**src/rtl/mdt_pkg.sv**
```systemverilog
package mdt_pkg;
   localparam int DATA_W     = 8;
   localparam int CTL_IEN    = 7;
   localparam int CTL_FLG    = 6;
   localparam int SEL_W      = 3;
   localparam int BASE_LOG2  = 3;
   localparam int MIN_RELOAD = 2;

   typedef enum logic {
      REG_RELOAD  = 1'b0,
      REG_CONTROL = 1'b1
   } mdt_reg_e;
endpackage

```
**src/rtl/mdt_prescaler.sv**
```systemverilog
module mdt_prescaler #(
   parameter int BASE_LOG2 = 3,
   parameter int SEL_W     = 3,
   parameter bit REG_TICK  = 1'b0
) (
   input  logic             clk,
   input  logic             rst_n,
   input  logic             ref_tick,
   input  logic [SEL_W-1:0] sel,
   output logic             tick
);
   localparam int PS_W = BASE_LOG2 + (1 << SEL_W) - 1;

   logic [PS_W-1:0] ps_cnt;
   logic [PS_W-1:0] tap_mask;
   logic            hit;

   if (BASE_LOG2 < 1) begin : g_bad_base
      $error("mdt_prescaler: BASE_LOG2 must be at least 1");
   end
   if (SEL_W < 1 || SEL_W > 4) begin : g_bad_sel
      $error("mdt_prescaler: SEL_W must be 1..4");
   end

   // low bits that must all be ones for the selected divider
   always_comb begin
      for (int i = 0; i < PS_W; i++) begin
         tap_mask[i] = (i < BASE_LOG2 + int'(sel));
      end
   end

   assign hit = ref_tick && (&(ps_cnt | ~tap_mask));

   always_ff @(posedge clk) begin
      if (!rst_n) begin
         ps_cnt <= '0;
      end else if (ref_tick) begin
         ps_cnt <= ps_cnt + 1'b1;
      end
   end

   if (REG_TICK) begin : g_reg_tick
      logic tick_q;
      always_ff @(posedge clk) begin
         if (!rst_n) tick_q <= 1'b0;
         else        tick_q <= hit;
      end
      assign tick = tick_q;


      tick_after_ref_chk: assert property (@(posedge clk) disable iff (!rst_n)
         tick |-> $past(ref_tick));
   end else begin : g_comb_tick
      assign tick = hit;


      tick_needs_ref_chk: assert property (@(posedge clk) disable iff (!rst_n)
         tick |-> ref_tick);
   end


   ps_hold_chk: assert property (@(posedge clk) disable iff (!rst_n)
      !ref_tick |=> $stable(ps_cnt));
endmodule

```
**src/rtl/mdt_reload_reg.sv**
```systemverilog
module mdt_reload_reg #(
   parameter int CNT_W   = 8,
   parameter int MIN_VAL = 2
) (
   input  logic             clk,
   input  logic             rst_n,
   input  logic             wr,
   input  logic [CNT_W-1:0] wdata,
   output logic [CNT_W-1:0] reload
);
   logic accept;

   if (MIN_VAL < 0 || MIN_VAL >= (1 << CNT_W)) begin : g_bad_min
      $error("mdt_reload_reg: MIN_VAL out of range");
   end

   assign accept = wr && (int'(wdata) >= MIN_VAL);

   always_ff @(posedge clk) begin
      if (!rst_n) begin
         reload <= '1;
      end else if (accept) begin
         reload <= wdata;
      end
   end


   reload_refuse_chk: assert property (@(posedge clk) disable iff (!rst_n)
      (wr && int'(wdata) < MIN_VAL) |=> $stable(reload));


   reload_floor_chk: assert property (@(posedge clk) disable iff (!rst_n)
      int'(reload) >= MIN_VAL);
endmodule

```
**src/rtl/mdt_count_core.sv**
```systemverilog
module mdt_count_core #(
   parameter int CNT_W = 8
) (
   input  logic             clk,
   input  logic             rst_n,
   input  logic             tick,
   input  logic [CNT_W-1:0] reload,
   input  logic             flag_clr,
   output logic             flag
);
   logic [CNT_W-1:0] count;
   logic             at_zero;
   logic             flag_set;

   if (CNT_W < 2) begin : g_bad_w
      $error("mdt_count_core: CNT_W must be at least 2");
   end

   assign at_zero  = (count == '0);
   assign flag_set = tick && at_zero;

   always_ff @(posedge clk) begin
      if (!rst_n) begin
         count <= '1;
      end else if (tick) begin
         if (at_zero) count <= reload;
         else         count <= count - 1'b1;
      end
   end

   always_ff @(posedge clk) begin
      if (!rst_n) begin
         flag <= 1'b0;
      end else if (flag_set) begin
         flag <= 1'b1;
      end else if (flag_clr) begin
         flag <= 1'b0;
      end
   end


   count_idle_chk: assert property (@(posedge clk) disable iff (!rst_n)
      !tick |=> $stable(count));


   count_step_chk: assert property (@(posedge clk) disable iff (!rst_n)
      (tick && count != '0) |=> count == $past(count) - 1'b1);


   count_reload_chk: assert property (@(posedge clk) disable iff (!rst_n)
      (tick && count == '0) |=> count == $past(reload));


   flag_rise_chk: assert property (@(posedge clk) disable iff (!rst_n)
      $rose(flag) |-> $past(tick));


   flag_set_wins_chk: assert property (@(posedge clk) disable iff (!rst_n)
      (tick && count == '0) |=> flag);


   flag_clear_chk: assert property (@(posedge clk) disable iff (!rst_n)
      (flag_clr && !(tick && count == '0)) |=> !flag);
endmodule

```
**src/rtl/mod_down_timer.sv**
```systemverilog
module mod_down_timer
   import mdt_pkg::*;
#(
   parameter int CNT_W     = 8,
   parameter int ADDR_W    = 1,
   parameter bit REG_TICK  = 1'b0
) (
   input  logic              clk,
   input  logic              rst_n,
   input  logic              ref_tick,
   input  logic [ADDR_W-1:0] addr,
   input  logic              wr_en,
   input  logic [DATA_W-1:0] wr_data,
   output logic [DATA_W-1:0] rd_data,
   output logic              irq
);
   localparam int PAD_W = DATA_W - CNT_W;

   logic             sel_reload;
   logic             sel_ctrl;
   logic             irq_en;
   logic [SEL_W-1:0] rate_sel;
   logic             cnt_tick;
   logic             flag;
   logic [CNT_W-1:0] reload;
   logic             flag_clr;

   if (CNT_W < 2 || CNT_W > DATA_W) begin : g_bad_cnt
      $error("mod_down_timer: CNT_W must be 2..DATA_W");
   end
   if (ADDR_W < 1) begin : g_bad_addr
      $error("mod_down_timer: ADDR_W must be at least 1");
   end

   assign sel_reload = (addr == ADDR_W'(REG_RELOAD));
   assign sel_ctrl   = (addr == ADDR_W'(REG_CONTROL));
   assign flag_clr   = wr_en && sel_ctrl && wr_data[CTL_FLG];

   always_ff @(posedge clk) begin
      if (!rst_n) begin
         irq_en   <= 1'b0;
         rate_sel <= '0;
      end else if (wr_en && sel_ctrl) begin
         irq_en   <= wr_data[CTL_IEN];
         rate_sel <= wr_data[SEL_W-1:0];
      end
   end

   mdt_prescaler #(
      .BASE_LOG2 (BASE_LOG2),
      .SEL_W     (SEL_W),
      .REG_TICK  (REG_TICK)
   ) u_presc (
      .clk      (clk),
      .rst_n    (rst_n),
      .ref_tick (ref_tick),
      .sel      (rate_sel),
      .tick     (cnt_tick)
   );

   mdt_reload_reg #(
      .CNT_W   (CNT_W),
      .MIN_VAL (MIN_RELOAD)
   ) u_reload (
      .clk    (clk),
      .rst_n  (rst_n),
      .wr     (wr_en && sel_reload),
      .wdata  (wr_data[CNT_W-1:0]),
      .reload (reload)
   );

   mdt_count_core #(
      .CNT_W (CNT_W)
   ) u_core (
      .clk      (clk),
      .rst_n    (rst_n),
      .tick     (cnt_tick),
      .reload   (reload),
      .flag_clr (flag_clr),
      .flag     (flag)
   );

   logic [DATA_W-1:0] reload_rd;
   if (PAD_W > 0) begin : g_pad
      assign reload_rd = {{PAD_W{1'b0}}, reload};
   end else begin : g_nopad
      assign reload_rd = reload;
   end

   always_comb begin
      rd_data = '0;
      if (sel_reload) begin
         rd_data = reload_rd;
      end else if (sel_ctrl) begin
         rd_data[CTL_IEN]     = irq_en;
         rd_data[CTL_FLG]     = flag;
         rd_data[SEL_W-1:0]   = rate_sel;
      end
   end

   assign irq = flag && irq_en;


   irq_gate_chk: assert property (@(posedge clk) disable iff (!rst_n)
      !irq_en |-> !irq);


   ctrl_hold_chk: assert property (@(posedge clk) disable iff (!rst_n)
      !(wr_en && sel_ctrl) |=> ($stable(irq_en) && $stable(rate_sel)));
endmodule

```
**config.mk**
```make
export PLATFORM = sky130hd
export DESIGN_NAME = mod_down_timer
export DESIGN_NICKNAME = d
export VERILOG_FILES = /design/src/rtl/mdt_pkg.sv /design/src/rtl/mdt_prescaler.sv /design/src/rtl/mdt_reload_reg.sv /design/src/rtl/mdt_count_core.sv /design/src/rtl/mod_down_timer.sv
export SDC_FILE = /design/constraint.sdc
export NUM_CORES = 1
export LEC_CHECK = 0
export ABC_AREA = 1
export ABC_CLOCK_PERIOD_IN_PS = 2250
export BUFFER_PORTS_ARGS = -buffer_cell sky130_fd_sc_hd__buf_2
export CAP_MARGIN = 20
export CELL_PAD_IN_SITES_DETAIL_PLACEMENT = 0
export CELL_PAD_IN_SITES_GLOBAL_PLACEMENT = 1
export CORE_ASPECT_RATIO = 1.2
export CORE_UTILIZATION = 41
export CTS_CLUSTER_SIZE = 10
export DETAILED_ROUTE_END_ITERATION = 10
export GPL_TIMING_DRIVEN = 0
export PLACE_DENSITY_LB_ADDON = 0.25
export SLEW_MARGIN = 20
export SYNTH_ARGS = -nofsm -noshare
export SYNTH_HDL_FRONTEND = slang
export SYNTH_SLANG_ARGS = --single-unit
```
**constraint.sdc**
```tcl
create_clock -name clk -period 2.25 [get_ports clk]
set_clock_uncertainty 0.05 [all_clocks]
set_input_delay 0.225 -clock clk [delete_from_list [all_inputs] [get_ports clk]]
set_output_delay 0.225 -clock clk [all_outputs]
set_load 0.02 [all_outputs]
```
==> results.py, run 1 <==
metrics = {
    "job": {
        "cap_violations": 0,
    },
    "cts": {
        "clk_latency_ps": 290,
        "cts_tree": "built",
        "clock-sinks": 31,
        "cts_buffer_depth": 2,
        "htreeDepth": 2,
        "cts_made_buffers": 5,
        "hold_buffers": 0,
        "cts_resized": 0,
        "clockRootBuffer": "clkbuf_8",
        "clk_pin_slew_ps": 70,
        "postCtsSetupRepairBufs": 0,
    },
    "synth": {
        "yosys-top-cells-area": "dfxtp_1 (33%), nand2_1 (16%), nand3_2 (9.7%), inv_1 (6.7%), o21ai_0 (5.1%)",
        "synth_edf_count": 0,
        "ys_ff_latch": 31,
        "yosys_warnings": 0,
        "yosys.cell_types.count": 29,
        "async_flop_share_pct": 0,
        "synth_area_sq_um": 1860,
        "synth_area_leader_cell": "dfxtp_1",
        "synth_top_area_share_pct": 33.4,
        "synth_fp_nets": 291,
        "avgSynthCellArea_sq_um": 6.84,
        "synth_seq_area_share_pct": 33.4,
        "yosysMostFrequentCell": "nand2_1",
        "synth.cells.most_frequent": "nand2_1 (79), inv_1 (33), dfxtp_1 (31)",
        "synthCells": 272,
        "synth_ff_type": "dfxtp_1",
    },
    "layout": {
        "antennaDiodeCount": 0,
        "final_area_sq_um": 2130,
        "final_core_utilization_pct": 49.7,
        "final_layout_size_suffix_gt1_share_pct": 20.7,
        "areaGrowthSynthToFinish_pct": 14.7,
        "nNetsFinal": 318,
    },
    "sta": {
        "tightest_slew_ps": 626,
        "setup_viol": 0,
        "hold_viol_final": 0,
        "slew_viol_final": 0,
        "grt_setup_unrepaired": "no",
        "timing.final.crit_share_pct": 81.2,
        "holdWs_ps": 99.5,
        "fin_crit_ps": 1830,
        "max_slew_margin_pct": 58.3,
        "fmax_ghz": 0.547,
        "tns_ps": 0,
    },
    "setup_path": {
        "crit_top_cell": "nand2_1",
        "timing.rr.start": "rate_sel[0]",
        "crit_type": "reg -> reg",
        "worstPathMaxFanout": 10,
        "crit_slowest_cell": "dfxtp_1",
        "cp-end-kind": "flop",
        "critPathLaunchType": "flop",
        "r2r_slack_ps": 420,
        "reg2regPathDepth": 10,
        "max_stage_delay_ps": 400,
        "rr_endpoint": "u_core.count[1]",
        "crit_required_ps": 2350,
        "cp.arrival_ps": 1920,
        "path_cells": "inv_1 > ha_1 > inv_1 > nand2_1 > nand2_2 > nand2_1 > nand2_8 > nand3_2 > nand2_1 > nand3_2",
    },
    "placement": {
        "hpwl_mm": 3.31,
        "numPortBuffers": 20,
        "placed_area_sq_um": 2030,
        "place_congestion": 0.737,
    },
    "power_and_ir_drop": {
        "powerDensity_nw_per_um2": 594,
        "peakVddDrop_mv": 0.326,
        "power_mw": 1.27,
        "p_leak_nw": 1.02,
    },
    "detailed_routing": {
        "postRouteAntennaNets": 0,
        "routed_wl_mm": 4.27,
        "vias_per_cell": 4.85,
        "drt-pass1-iter-count": 4,
        "vias": 1728,
        "drtIter0Drc": 58,
        "drc_errors": 0,
        "wl_per_cell_um": 12.0,
    },
    "floorplan": {
        "ios": 22,
        "die_x_um": 63.5,
        "dieArea_sq_um": 4810,
        "core-area_sq_um": 4290,
        "die_height_um": 75.8,
        "rows": 26,
        "start_util_pct": 43.3,
    },
    "global_route": {
        "grt_overflow": 0,
        "grtUsageTotal_pct": 19.1,
        "grt_max_degree": 11,
        "grt_pass1_wl_mm": 7.07,
        "grt_pass1_vias": 1566,
        "antenna_found_initial": 0,
    },
    "min_path": {
        "hold_depth": 3,
        "holdPathEnd": "u_reload.reload[3]",
        "min_path_type": "in -> reg",
        "min-delay-start": "wr_data[3]",
    },
    "run_status": {
        "status": "finished, final reports clean",
    },
}
## per-stage QoR
stage,setup WS (ps),std cells
2_1_floorplan,665,272
3_3_place_gp,447,348
3_5_place_dp,421,348
4_1_cts,397,356
5_1_grt,222,356
6_report,424,356
## where the power goes
group / leakage [nW] / internal, mW / switching, mW / total (mW)
sequential: 0.253 / 0.568 / 0.0201 / 0.589
clock: 0.0505 / 0.278 / 0.213 / 0.491
combinational: 0.715 / 0.0621 / 0.125 / 0.187
total: 1.02 / 0.909 / 0.358 / 1.27
## area by class of cell
class | instances | area, sq um
buffer | 6 | 41.3
clock buffer | 7 | 96.3
clock inverter | 1 | 7.51
fill | 466 | 2160
inverter | 38 | 143
multi-input combinational | 197 | 1060
sequential | 31 | 621
tap | 56 | 70.1
timing repair buffer | 20 | 100
## layer usage
layer  global-route usage [%]  part of all wire [%]
met5                        0                     0
met4                     7.58                   1.8
met3                     4.19                   2.6
met2                     32.7                    48
met1                     23.5                    48
## logic make-up (layout without fill, tap and decap cells)
group                    Yosys count  count (layout)  synth area share (%)
AND/OR/NAND/NOR                  149             149                  40.2
buffers and inverters             44              72                  9.89
AO/OA/AOI/OAI                     40              40                  11.6
flip-flops                        31              31                  33.4
adder cells (fa/ha/maj)            6               6                  4.03
XOR/XNOR                           2               2                 0.942
## critical path, delay by kind of cell (launching register included)
family	cells	cell delay, ps
simple gates	7	860
flops	1	400
fa+ha+maj	1	220
buf+inv	2	170
## sequential cells by signal, summed over array words and instances, names as in the netlist
name and flops:
irq_en 1, rate_sel 3, u_core.count 8, u_core.flag 1, u_presc.ps_cnt 10, u_reload.reload 8
## how the worst max path moves through the flow
stage                      startpoint         endpoint  slack (ps)  cells after the start
after floorplan           rate_sel[0]  u_core.count[6]         660                     10
after global placement    rate_sel[0]  u_core.count[6]         450                     10
after detailed placement  rate_sel[0]  u_core.count[7]         420                     10
after CTS                 rate_sel[0]  u_core.count[2]         400                     10
after global routing      rate_sel[0]  u_core.count[1]         220                     10
final                     rate_sel[0]  u_core.count[1]         420                     10
## cells in the final DEF (no fill, tap or decap), drive strengths merged, types with 6 or more instances in the layout
cell	Yosys	final
nor2	22	22
nor3	8	8
dfxtp	31	31
nand2	82	82
nand3	31	31
ha	6	6
o21ai	24	24
a21oi	13	13
buf	3	23
inv	38	38
clkbuf	3	10
No activity file was read; power rests on OpenSTA's default activity.
==> inputs of run 2 (changes only) <==
--- a/config.mk
+++ b/config.mk
@@ -6,7 +6,7 @@
 export NUM_CORES = 1
 export LEC_CHECK = 0
 export ABC_AREA = 1
-export ABC_CLOCK_PERIOD_IN_PS = 2250
+export ABC_CLOCK_PERIOD_IN_PS = 1900
 export BUFFER_PORTS_ARGS = -buffer_cell sky130_fd_sc_hd__buf_2
 export CAP_MARGIN = 20
 export CELL_PAD_IN_SITES_DETAIL_PLACEMENT = 0
==> constraint.sdc (replaced) <==
create_clock -name clk -period 1.9 [get_ports clk]
set_clock_uncertainty 0.05 [all_clocks]
set_input_delay 0.19 -clock clk [delete_from_list [all_inputs] [get_ports clk]]
set_output_delay 0.19 -clock clk [all_outputs]
set_load 0.02 [all_outputs]
==> run 2 against run 1 <==
Against the previous run: die area is the same; global-route usage unchanged; flip-flop and latch count is the same; largest power group unchanged; clock power is 19% higher; maximum frequency is 6.1% higher; critical endpoint unchanged; sequential share of layout area decreased by 0.060 points; count of clock-buffer cells in the layout stayed put; total power increased by 19%; critical path type unchanged; setup slack worse by 250 ps; design area up 0.41%.
==> results.py, run 2 (synthesis gave the netlist of run 1 again) <==
metrics = {
    "run_status": {
        "status": "finished, final reports clean",
    },
    "layout": {
        "final_cell_mix": "nand2_1 (79), inv_1 (33), dfxtp_1 (30)",
        "final_layout_size_suffix_gt1_share_pct": 21.0,
        "final_area_sq_um": 2140,
        "nNetsFinal": 318,
        "top_register": "u_presc.ps_cnt",
        "reg_top3": "u_presc.ps_cnt (10), u_core.count (8), u_reload.reload (8)",
        "regArea_sq_um": 622,
        "areaGrowthSynthToFinish_pct": 15.2,
        "final_common_cell": "nand2_1",
        "largest_reg_flops": 10,
        "fillers": 465,
        "final_core_utilization_pct": 49.9,
        "multi_input_area_sq_um": 1060,
        "antennaDiodeCount": 0,
    },
    "global_route": {
        "antenna_found_initial": 0,
        "grt_max_degree": 11,
        "grt_overflow": 0,
        "grt_pass1_wl_mm": 7.07,
        "grtUsageTotal_pct": 19.1,
        "grt_pass1_vias": 1566,
    },
    "floorplan": {
        "die_x_um": 63.5,
        "die_height_um": 75.8,
        "core-area_sq_um": 4290,
        "ios": 22,
        "dieArea_sq_um": 4810,
        "rows": 26,
        "start_util_pct": 43.3,
    },
    "setup_path": {
        "worstPathMaxFanout": 10,
        "critPathLaunchType": "flop",
        "reg2regPathDepth": 10,
        "cp-end-kind": "flop",
        "r2r_slack_ps": 180,
        "timing.rr.start": "rate_sel[1]",
        "cp.arrival_ps": 1820,
        "crit_required_ps": 2000,
        "crit_type": "reg -> reg",
        "rr_endpoint": "u_core.count[1]",
    },
    "sta": {
        "tightest_slew_ps": 631,
        "max_slew_margin_pct": 57.9,
        "slew_viol_final": 0,
        "fmax_ghz": 0.581,
        "grt_setup_unrepaired": "no",
        "setup_viol": 0,
        "fin_crit_ps": 1720,
        "hold_viol_final": 0,
        "holdWs_ps": 64.8,
        "timing.final.crit_share_pct": 90.6,
        "tns_ps": 0,
    },
    "power_and_ir_drop": {
        "p_leak_nw": 1.02,
        "powerDensity_nw_per_um2": 702,
        "peakVddDrop_mv": 0.386,
    },
    "cts": {
        "cts_buffer_depth": 2,
        "cts_tree": "built",
        "clk_pin_slew_ps": 70,
        "clk_latency_ps": 290,
        "htreeDepth": 2,
        "clock-sinks": 31,
        "clockRootBuffer": "clkbuf_8",
        "cts_made_buffers": 5,
        "hold_buffers": 0,
    },
    "min_path": {
        "min-delay-start": "wr_data[3]",
        "hold_depth": 3,
        "min_path_type": "in -> reg",
        "holdPathEnd": "u_reload.reload[3]",
    },
    "detailed_routing": {
        "vias": 1733,
        "wl_per_cell_um": 12.0,
        "routed_wl_mm": 4.27,
        "postRouteAntennaNets": 0,
        "vias_per_cell": 4.87,
        "drt-pass1-iter-count": 4,
        "drtIter0Drc": 50,
        "drc_errors": 0,
    },
    "placement": {
        "place_congestion": 0.737,
        "numPortBuffers": 20,
        "hpwl_mm": 3.31,
        "placed_area_sq_um": 2030,
    },
    "job": {
        "cap_violations": 0,
    },
}
run 2: critical path, cell delays in order (launching register included):
cell and delay (ps):
dfxtp_1 430, inv_2 100, ha_1 200, inv_1 50, nand2_1 50, nand2_2 100
nand2_1 130, nand2_8 170, nand3_4 140, nand2_1 100, nand3_2 60
run 2: power breakdown:
| group | total, mW | internal, mW | leakage [nW] | switching, mW |
|---|---|---|---|---|
| clock network | 0.582 | 0.329 | 0.0505 | 0.253 |
| registers | 0.697 | 0.674 | 0.254 | 0.0238 |
| logic | 0.225 | 0.0737 | 0.715 | 0.151 |
run 2: worst max path at each step:
stage | cells past startpoint | end | start | slack (ps)
6_report | 10 | u_core.count[1] | rate_sel[1] | 180
5_1_grt | 10 | u_core.count[1] | rate_sel[1] | 20
4_1_cts | 10 | u_core.count[2] | rate_sel[0] | 50
3_5_place_dp | 10 | u_core.count[7] | rate_sel[0] | 70
3_3_place_gp | 10 | u_core.count[6] | rate_sel[0] | 100
2_1_floorplan | 10 | u_core.count[6] | rate_sel[0] | 310
run 2: what timing repair did:
| item | in CTS | in global routing |
|---|---|---|
| gates resized for setup | 0 | 2 |
| setup endpoints to repair | 0 | 8 |
| setup buffers | 0 | 0 |
run 2: cell type report:
class                   instances  area share, %
flip-flops and latches         31           29.0
repair buffers                 20           4.67
multi-input cells             197           49.6
plain buffers                   6           1.93
clock buffers                   7           4.50
well taps                      56           3.27
clock inverters                 1          0.350
inverters                      38           6.65
run 2: stage by stage:
step / worst slack [ps] / cells / power, mW
2_1_floorplan: 315 / 272 / 0.866
3_3_place_gp: 97.2 / 348 / 0.933
3_5_place_dp: 71.1 / 348 / 0.935
4_1_cts: 47.3 / 356 / 1.52
5_1_grt: 23.4 / 356 / 1.58
6_report: 178 / 356 / 1.50
run 2: per-layer routing:
| layer | routed length, um | part of all wire (%) | vias up | track usage [%] |
|---|---|---|---|---|
| met5 | 0 | 0 | - | 0 |
| met4 | 76 | 1.8 | 0 | 7.58 |
| met3 | 110 | 2.6 | 8 | 4.19 |
| met2 | 2040 | 48 | 19 | 32.7 |
| met1 | 2040 | 48 | 776 | 23.5 |
| li1 | - | - | 930 | - |
